File: src/rtl/rxd_pkg.sv
package rxd_pkg;
    // word-0 bit positions; the host decodes these, so they are fixed
    localparam int W0_OWN  = 15;
    localparam int W0_EOR  = 14;
    localparam int W0_CR   = 13;
    localparam int W0_ELF  = 12;
    localparam int W0_FECN = 11;
    localparam int W0_BECN = 10;
    localparam int W0_DE   = 9;
    localparam int W0_FER  = 8;

    typedef struct packed {
        logic cr;
        logic fecn;
        logic becn;
        logic de;
        logic fer;
    } rx_stat_t;

    typedef enum logic {ST_IDLE, ST_WALK} eng_mode_e;
endpackage

File: src/rtl/rxd_word0_fmt.sv
module rxd_word0_fmt
    import rxd_pkg::*;
(
    input  logic [15:0] old_w0,
    input  rx_stat_t    stat,
    input  logic        elf,
    output logic [15:0] new_w0
);
    always_comb begin
        new_w0          = old_w0;
        new_w0[W0_OWN]  = 1'b0;
        new_w0[W0_CR]   = stat.cr;
        new_w0[W0_ELF]  = elf;
        new_w0[W0_FECN] = stat.fecn;
        new_w0[W0_BECN] = stat.becn;
        new_w0[W0_DE]   = stat.de;
        new_w0[W0_FER]  = stat.fer;
    end
endmodule

File: src/rtl/rxd_desc_mem.sv
module rxd_desc_mem
    import rxd_pkg::*;
#(
    parameter int NDESC  = 8,
    parameter int IDX_W  = 3,
    parameter int ADDR_W = 5
) (
    input  logic              clk,
    input  logic              rst_n,
    input  logic              host_we,
    input  logic [ADDR_W-1:0] host_addr,
    input  logic [15:0]       host_wdata,
    output logic [15:0]       host_rdata,
    input  logic              eng_we,
    input  logic [IDX_W-1:0]  eng_idx,
    input  logic [15:0]       eng_wdata,
    input  logic [IDX_W-1:0]  rd_idx,
    output logic [15:0]       rd_word0
);
    localparam int NWORD = NDESC * 4;

    logic [15:0] mem_d [NWORD];
    logic [15:0] mem_q [NWORD];
    logic [ADDR_W-1:0] eng_addr;
    logic              collide;

    assign eng_addr   = {eng_idx, 2'b00};
    assign collide    = host_we && (host_addr == eng_addr);
    assign host_rdata = mem_q[host_addr];
    assign rd_word0   = mem_q[{rd_idx, 2'b00}];

    always_comb begin
        for (int i = 0; i < NWORD; i++) mem_d[i] = mem_q[i];
        if (eng_we) mem_d[eng_addr] = eng_wdata;
        if (host_we && (int'(host_addr) < NWORD)) mem_d[host_addr] = host_wdata;
    end

    always_ff @(posedge clk) begin
        if (!rst_n) begin
            for (int i = 0; i < NWORD; i++) mem_q[i] <= '0;
        end else begin
            for (int i = 0; i < NWORD; i++) mem_q[i] <= mem_d[i];
        end
    end

    assert_host_wins_R2: assert property (@(posedge clk) disable iff (!rst_n)
        (eng_we && collide) |=> (mem_q[$past(host_addr)] == $past(host_wdata)));

    assert_own_released_R3: assert property (@(posedge clk) disable iff (!rst_n)
        (eng_we && !collide) |=> !mem_q[$past(eng_addr)][W0_OWN]);

    assert_keep_fields_R9: assert property (@(posedge clk) disable iff (!rst_n)
        (eng_we && !collide) |=>
        ({mem_q[$past(eng_addr)][W0_EOR], mem_q[$past(eng_addr)][7:0]} ==
         $past({mem_q[eng_addr][W0_EOR], mem_q[eng_addr][7:0]})));
endmodule

File: src/rtl/rxd_ring_ctrl.sv
module rxd_ring_ctrl
    import rxd_pkg::*;
#(
    parameter int NDESC = 8,
    parameter int IDX_W = 3
) (
    input  logic             clk,
    input  logic             rst_n,
    input  logic             err_rpt_en,
    input  logic             ev_valid,
    input  logic             ev_last,
    input  logic             ev_err,
    input  logic             ev_cr,
    input  logic             ev_fecn,
    input  logic             ev_becn,
    input  logic             ev_de,
    output logic             ev_ready,
    output logic [IDX_W-1:0] rd_idx,
    input  logic [15:0]      rd_word0,
    output logic             eng_we,
    output logic [IDX_W-1:0] eng_idx,
    output rx_stat_t         eng_stat,
    output logic             eng_elf,
    output logic             nobuf,
    output logic [IDX_W-1:0] cur_desc
);
    typedef struct packed {
        eng_mode_e        mode;
        logic [IDX_W-1:0] ptr;
        logic [IDX_W-1:0] head;
        logic             in_frame;
        logic             drop;
        logic             nobuf;
        logic [IDX_W-1:0] walk;
        logic [IDX_W-1:0] last_idx;
        rx_stat_t         stat;
    } ctrl_t;

    ctrl_t st_d, st_q;
    logic [IDX_W-1:0] chain_head;
    logic             cur_eor;

    function automatic logic [IDX_W-1:0] step_idx(input logic [IDX_W-1:0] i, input logic eor);
        if (eor || (int'(i) == NDESC - 1)) return '0;
        return i + IDX_W'(1);
    endfunction

    assign rd_idx     = (st_q.mode == ST_WALK) ? st_q.walk : st_q.ptr;
    assign cur_eor    = rd_word0[W0_EOR];
    assign chain_head = st_q.in_frame ? st_q.head : st_q.ptr;
    assign ev_ready   = (st_q.mode == ST_IDLE);
    assign eng_idx    = st_q.walk;
    assign eng_stat   = st_q.stat;
    assign nobuf      = st_q.nobuf;
    assign cur_desc   = st_q.ptr;

    always_comb begin
        st_d    = st_q;
        eng_we  = 1'b0;
        eng_elf = 1'b0;
        if (st_q.mode == ST_WALK) begin
            eng_we  = 1'b1;
            eng_elf = (st_q.walk == st_q.last_idx);
            if (st_q.walk == st_q.last_idx) begin
                st_d.mode = ST_IDLE;
                st_d.ptr  = step_idx(st_q.walk, cur_eor);
            end else begin
                st_d.walk = step_idx(st_q.walk, cur_eor);
            end
        end else if (ev_valid) begin
            if (st_q.drop) begin
                if (ev_last) st_d.drop = 1'b0;
            end else if (!rd_word0[W0_OWN]) begin
                st_d.nobuf    = 1'b1;
                st_d.drop     = !ev_last;
                st_d.ptr      = chain_head;
                st_d.in_frame = 1'b0;
            end else if (!ev_last) begin
                st_d.head     = chain_head;
                st_d.in_frame = 1'b1;
                st_d.ptr      = step_idx(st_q.ptr, cur_eor);
            end else if (ev_err && !err_rpt_en) begin
                st_d.ptr      = chain_head;
                st_d.in_frame = 1'b0;
            end else begin
                st_d.mode     = ST_WALK;
                st_d.walk     = chain_head;
                st_d.last_idx = st_q.ptr;
                st_d.in_frame = 1'b0;
                st_d.stat     = '{cr: ev_cr, fecn: ev_fecn, becn: ev_becn,
                                  de: ev_de, fer: ev_err};
            end
        end
    end

    always_ff @(posedge clk) begin
        if (!rst_n) begin
            st_q <= '{mode: ST_IDLE, default: '0};
        end else begin
            st_q <= st_d;
        end
    end

    assert_nobuf_sticky_R7: assert property (@(posedge clk) disable iff (!rst_n)
        nobuf |=> nobuf);

    assert_ptr_in_ring_R8: assert property (@(posedge clk) disable iff (!rst_n)
        int'(cur_desc) < NDESC);

    assert_walk_blocks_events_R4: assert property (@(posedge clk) disable iff (!rst_n)
        (eng_we && (eng_idx != st_q.last_idx)) |=> !ev_ready);
endmodule

File: src/rtl/rxd_ring_wb.sv
module rxd_ring_wb
    import rxd_pkg::*;
#(
    parameter  int NDESC  = 8,
    localparam int IDX_W  = (NDESC > 1) ? $clog2(NDESC) : 1,
    localparam int ADDR_W = IDX_W + 2
) (
    input  logic              clk,
    input  logic              rst_n,
    input  logic              host_we,
    input  logic [ADDR_W-1:0] host_addr,
    input  logic [15:0]       host_wdata,
    output logic [15:0]       host_rdata,
    input  logic              err_rpt_en,
    input  logic              ev_valid,
    output logic              ev_ready,
    input  logic              ev_last,
    input  logic              ev_err,
    input  logic              ev_cr,
    input  logic              ev_fecn,
    input  logic              ev_becn,
    input  logic              ev_de,
    output logic              nobuf,
    output logic [IDX_W-1:0]  cur_desc
);
    logic [IDX_W-1:0] rd_idx;
    logic [15:0]      rd_word0;
    logic             eng_we;
    logic [IDX_W-1:0] eng_idx;
    rx_stat_t         eng_stat;
    logic             eng_elf;
    logic [15:0]      eng_wdata;

    rxd_ring_ctrl #(.NDESC(NDESC), .IDX_W(IDX_W)) ctrl_i (
        .clk(clk), .rst_n(rst_n), .err_rpt_en(err_rpt_en),
        .ev_valid(ev_valid), .ev_last(ev_last), .ev_err(ev_err),
        .ev_cr(ev_cr), .ev_fecn(ev_fecn), .ev_becn(ev_becn), .ev_de(ev_de),
        .ev_ready(ev_ready), .rd_idx(rd_idx), .rd_word0(rd_word0),
        .eng_we(eng_we), .eng_idx(eng_idx), .eng_stat(eng_stat),
        .eng_elf(eng_elf), .nobuf(nobuf), .cur_desc(cur_desc)
    );

    rxd_word0_fmt fmt_i (
        .old_w0(rd_word0), .stat(eng_stat), .elf(eng_elf), .new_w0(eng_wdata)
    );

    rxd_desc_mem #(.NDESC(NDESC), .IDX_W(IDX_W), .ADDR_W(ADDR_W)) mem_i (
        .clk(clk), .rst_n(rst_n), .host_we(host_we), .host_addr(host_addr),
        .host_wdata(host_wdata), .host_rdata(host_rdata), .eng_we(eng_we),
        .eng_idx(eng_idx), .eng_wdata(eng_wdata), .rd_idx(rd_idx),
        .rd_word0(rd_word0)
    );

    assert_reset_state_R1: assert property (@(posedge clk)
        !rst_n |=> (cur_desc == '0 && ev_ready && !nobuf));
endmodule

File: config.mk
export PLATFORM = sky130hd
export DESIGN_NAME = rxd_ring_wb
export DESIGN_NICKNAME = d
export VERILOG_FILES = /design/src/rtl/rxd_pkg.sv /design/src/rtl/rxd_word0_fmt.sv /design/src/rtl/rxd_desc_mem.sv /design/src/rtl/rxd_ring_ctrl.sv /design/src/rtl/rxd_ring_wb.sv
export SDC_FILE = /design/constraint.sdc
export NUM_CORES = 1
export LEC_CHECK = 0
export BUFFER_PORTS_ARGS = -buffer_cell sky130_fd_sc_hd__buf_2
export CAP_MARGIN = 10
export CORE_ASPECT_RATIO = 0.7
export CORE_UTILIZATION = 35
export DETAILED_ROUTE_END_ITERATION = 10
export PLACE_DENSITY = 0.53
export SLEW_MARGIN = 10
export SYNTH_ARGS = -nofsm -noshare
export SYNTH_HDL_FRONTEND = slang
export SYNTH_SLANG_ARGS = --single-unit
File: constraint.sdc
create_clock -name clk -period 3 [get_ports clk]
set_input_delay 0 -clock clk [delete_from_list [all_inputs] [get_ports clk]]
set_output_delay 0 -clock clk [all_outputs]
set_load 0.005 [all_outputs]
==> impl_metrics.toml, run 1 <==
[run_status]
status = "finished clean"

[timing]
setup_viol = 0
slew_viol_final = 0
finalCritPeriodShare_pct = 92.9
finalWorstSetupSlack_ns = 0.213
period_needed_ns = 2.79
slew_headroom_pct = 25.9
finClkSkew_ns = 0.0166
tightest_slew_ns = 1.11
max_freq_mhz = 359
rsz0062_at_grt = "false"
final_hold_viol_count = 0
final.setup.tns_ns = 0

[critical_path]
cp_max_fo = 3
reg2reg_slack_ns = 0.39
crit_type = "flip-flop to primary output"
start_kind = "flip-flop"
end_kind = "primary output"
arrival_ns = 2.79
reg2reg_to = "ctrl_i.eng_idx[2]"
reg2reg_from = "ctrl_i.st_q[20]"
reg2reg_depth = 7
required_ns = 3.00

[route]
wl_mm = 87.1
drt-pass1-iter-count = 6
drcViolationCount = 0
viasPerCell = 5.62
drtIter0Drc = 2335
wl_per_cell_um = 23.7
ant_nets = 0
vias = 20661

[yosys]
ys_types = 51
syn_inst = 2762
syn_nets = 2798
synth_seq_cells = 533
yosys.area.top_type = "dfxtp_1"
ys_async_sr_fraction_pct = 0
yosysWarnings = 0
syn_area_sq_mm = 0.0233
avgSynthCellArea_sq_um = 8.44
synth_flop_cell = "dfxtp_1"
synthTopCellsByArea = "dfxtp_1, nand2_1, mux4_2"
yosysSeqAreaShare_pct = 45.8
synth_top_area_share_pct = 45.8
synth-edff-count = 0

[placement]
post-place-cells = 3566
post-place-ws_ns = 0.411
gp_congestion = 0.927
hpwl_mm = 55.7
port_buffers = 52
placed_cell_area_sq_mm = 0.0248

[clocking]
cts_buffers = 52
htreeDepth = 2
cts.sink_count = 533
clk_latency_ns = 0.63
cts_root_buffer = "clkbuf_16"
cts_buffer_depth = 3
cts_tree = "done"
clkTransAtPathRegs_ns = 0.06

[floorplan]
die_h_um = 218
dieArea_sq_mm = 0.0676
ios = 53
dieWidth_um = 310
core.rowCount = 78
start_util_pct = 35.7
core_area_sq_mm = 0.0653

[global_route]
antenna_found_initial = 6
grt_max_degree = 103
globalRouteOverflowTotal = 0
grt_pass1_wl_mm = 128
grt_pass1_vias = 19525
grt.total_usage_pct = 25.6

[cells_and_area]
final_common_cell = "nand2_1"
drive_above_1_share_pct = 14.4
insertedDiodeCount = 0
layout_common_cells = "nand2_1, dfxtp_1, a21oi_1, mux4_2, nor2_1"
areaGrowthSynthToFinish_pct = 15.0
nNetsFinal = 2792
final_core_util_pct = 41.0
fin_area_sq_mm = 0.0268
final_cell_count_no_fill = 3676

[pwr]
peakVddDrop_uv = 485
cellLeakagePower_uw = 0.00884
cellPowerDensity_mw_per_mm2 = 571

[worst_hold_path]
min_path_type = "input pin to flip-flop"
min_from = "host_wdata[10]"
hold_end = "mem_i.mem_q[18][10]"
min_delay_path_depth = 3

[run]
maxCapViolCount = 0
## power by group
group          internal, uW  total (uW)  leakage, uW  switching (uW)
sequential             7130        7170      0.00430            34.7
clock                  4270        7270     0.000905            3000
combinational           242         861      0.00364             618
total                 11600       15300      0.00884            3650
## worst max-delay path by stage
stage | start | end | slack [ns] | cells past startpoint
after floorplan | ctrl_i.st_q[20] | ctrl_i.eng_idx[2] | 0.51 | 8
after global placement | ctrl_i.st_q[20] | ctrl_i.eng_idx[2] | 0.42 | 7
after detailed placement | ctrl_i.st_q[20] | ctrl_i.eng_idx[0] | 0.41 | 6
after CTS | mem_i.mem_q[11][10] | host_rdata[10] | 0.31 | 4
after global routing | ctrl_i.st_q[20] | ctrl_i.eng_idx[2] | 0.25 | 7
final | mem_i.mem_q[8][14] | host_rdata[14] | 0.21 | 4
## worst max-delay path, cell delays in order (launching register included)
cell and delay (ns):
dfxtp_1 0.34, mux4_2 0.49, a22oi_1 0.56, nand4_1 0.48, buf_2 0.28
## area by class of cell
cell class | count | area (sq um)
inverter | 7 | 33.8
multi-input combinational | 1976 | 11700
clock buffer | 75 | 1550
sequential | 533 | 10700
timing repair buffer | 186 | 1450
fill | 6409 | 38500
clock inverter | 19 | 313
tap | 880 | 1100
## cells by family after synthesis
| logic type | synth area share, % |
|---|---|
| and+or+nand+nor | 19.4 |
| AOI/OAI and AO/OA | 15.0 |
| DFF | 45.8 |
| buffers and inverters | 4.19 |
| muxes | 15.3 |
| adders and majority gates | 0.215 |
| xor gates and xnor gates | 0.113 |
## layer usage
layer  wire length, um  track usage (%)  vias up
li1                  -                -     9435
met2             36700             37.5      881
met1             39900             37.8    10207
met5                12                0        -
met3              8330             5.02      136
met4              2180             7.09        2
## flip-flops by register name, indices dropped and copies added (netlist names)
signal,cells
ctrl_i.st_q,9
mem_i.mem_q,512
ctrl_i.cur_desc,3
ctrl_i.eng_stat,5
ctrl_i.nobuf,1
ctrl_i.eng_idx,3
## what timing repair did
action / CTS / global route
hold endpoints to repair: 143 / 0
setup buffers: 0 / 0
hold buffers: 16 / 0
gates resized for setup: 0 / 0
## through the flow
step / total power [uW] / hold slack (ns)
5_1_grt: 15700 / 0.0445
6_report: 15300 / 0.0271
4_1_cts: 15400 / 0.00548
3_5_place_dp: 8150 / 0.244
2_1_floorplan: 7820 / 0.0970
3_3_place_gp: 8140 / 0.233
## cell usage after synthesis (all sizes together) (3+ instances only)
master / number
a31oi: 3
mux2: 5
nor3b: 6
nand2: 965
mux2i: 61
or2: 3
a211oi: 52
a21oi: 471
nand3: 10
nand4: 17
mux4: 129
clkbuf: 217
nand3b: 7
nor2: 114
a22oi: 66
inv: 7
ha: 4
nand2b: 7
or3b: 4
and2: 4
nor2b: 3
buf: 29
xor2: 3
dfxtp: 533
nor3: 5
o21ai: 11
(Power assumes the default switching activity.)
==> inputs of run 2 (changes only) <==
SYNTH_HIERARCHICAL = 1   (was not set)
==> run 2 against run 1 <==
Clock-buffer cell count increased by 7. Register-to-register slack got worse by 0.097 ns. Sequential share of layout area decreased by 3.8 points. Global-route usage decreased by 0.57 points. Critical endpoint is now ctrl_i/eng_stat[3]. Clock skew decreased by 0.0059 ns. Synthesized cell count increased by 10%. Die area increased by 14%. Final cell count increased by 8.7%. Clock power decreased by 3.7%. Design area increased by 10%. Flip-flop and latch count unchanged.
==> impl_metrics.toml, run 2 <==
[cells_and_area]
regMostFlops = "mem_i/mem_q"
final_common_cell = "nand2_1"
drive_above_1_share_pct = 10.8
fin_area_sq_mm = 0.0296
final_core_util_pct = 39.9
nNetsFinal = 3014
largest_reg_flops = 512
areaGrowthSynthToFinish_pct = 11.7
layout_common_cells = "nand2_1, dfxtp_1, mux2i_1, a21boi_0"

[placement]
hpwl_mm = 64.1
port_buffers = 52
placed_cell_area_sq_mm = 0.0276
gp_congestion = 0.895

[route]
drt-pass1-iter-count = 5
vias = 22513
viasPerCell = 5.63
drtIter0Drc = 2152
drcViolationCount = 0
ant_nets = 0
wl_per_cell_um = 24.4
wl_mm = 97.4

[global_route]
grt.total_usage_pct = 25.0
grt_pass1_vias = 21227
grt_max_degree = 133
grt_pass1_wl_mm = 143
antenna_found_initial = 7
globalRouteOverflowTotal = 0

[clocking]
hold_buffers = 14
cts_resized = 0
htreeDepth = 2
cts.sink_count = 533
cts_setup_buffers = 0
clk_latency_ns = 0.62
cts_tree = "done"
cts_buffers = 54
cts_buffer_depth = 3
clkTransAtPathRegs_ns = 0.06
cts_root_buffer = "clkbuf_16"

[timing]
tightest_slew_ns = 1.13
setup_viol = 0
final.setup.tns_ns = 0
period_needed_ns = 2.71
finClkSkew_ns = 0.0108
slew_viol_final = 0
max_freq_mhz = 369
rsz0062_at_grt = "false"
slew_headroom_pct = 24.7
final_hold_viol_count = 0
finalCritPeriodShare_pct = 90.2

[run]
maxCapViolCount = 0

[pwr]
cellPowerDensity_mw_per_mm2 = 515
peakVddDrop_uv = 374
cellLeakagePower_uw = 0.0123

[critical_path]
arrival_ns = 3.20
required_ns = 3.49
cp_max_fo = 13
start_kind = "flip-flop"
end_kind = "flip-flop"
crit_type = "flip-flop to flip-flop"

[yosys]
syn_nets = 3088
yosysWarnings = 6
avgSynthCellArea_sq_um = 8.68
syn_inst = 3052
syn_area_sq_mm = 0.0265

[worst_hold_path]
min_path_type = "input pin to flip-flop"

[floorplan]
dieArea_sq_mm = 0.0768
start_util_pct = 35.7
dieWidth_um = 331
core_area_sq_mm = 0.0741
die_h_um = 232
core.rowCount = 83
ios = 53

[run_status]
status = "finished clean"
-- run 2: area by class of cell --
class	count	area [sq um]
clock buffer	82	1620
sequential	533	10700
multi-input combinational	2186	14400
clock inverter	12	166
timing repair buffer	199	1490
tap	977	1220
antenna	4	10.0
fill	7299	44600
inverter	4	15.0
-- run 2: worst paths after layout --
check	from	end	slack [ns]	depth (start not counted)
min reg2reg	mem_i/mem_q[3][5]	mem_i/mem_q[3][5]	0.45	2
max	ctrl_i/st_q[20]	ctrl_i/eng_stat[3]	0.29	7
min	host_wdata[4]	mem_i/mem_q[3][4]	0.04	3
max reg2reg	ctrl_i/st_q[20]	ctrl_i/eng_stat[3]	0.29	7
-- run 2: stage by stage --
stage | total power (uW) | worst slack [ns] | cells | hold slack (ns)
2_1_floorplan | 8000 | 0.157 | 3052 | 0.116
3_3_place_gp | 8340 | 0.377 | 3885 | 0.253
3_5_place_dp | 8360 | 0.314 | 3885 | 0.251
4_1_cts | 15300 | 0.305 | 3993 | 0.00984
5_1_grt | 15700 | 0.139 | 3993 | 0.0424
6_report | 15200 | 0.293 | 3997 | 0.0416
-- run 2: metal layers --
layer,track usage (%),vias up,wire length [um]
met2,37.2,874,41600
met5,0,-,26
li1,-,10402,-
met1,36.0,11097,45600
met4,6.80,4,2360
met3,5.38,136,7820
-- run 2: where the power goes --
part | switching, uW | internal [uW] | leakage, uW | total [uW]
clock | 2960 | 4040 | 0.000876 | 7000
sequential | 51.2 | 7140 | 0.00430 | 7190
combinational | 687 | 358 | 0.00711 | 1040
total | 3700 | 11500 | 0.0123 | 15200
-- run 2: worst max-delay path, stage by stage (launching register included) --
cell and delay (ns):
dfxtp_1 0.43, buf_4 0.25, mux2_2 0.51, mux2_2 0.36, and2_1 0.17, and3_1 0.54
mux2i_1 0.25, nor2_1 0.07
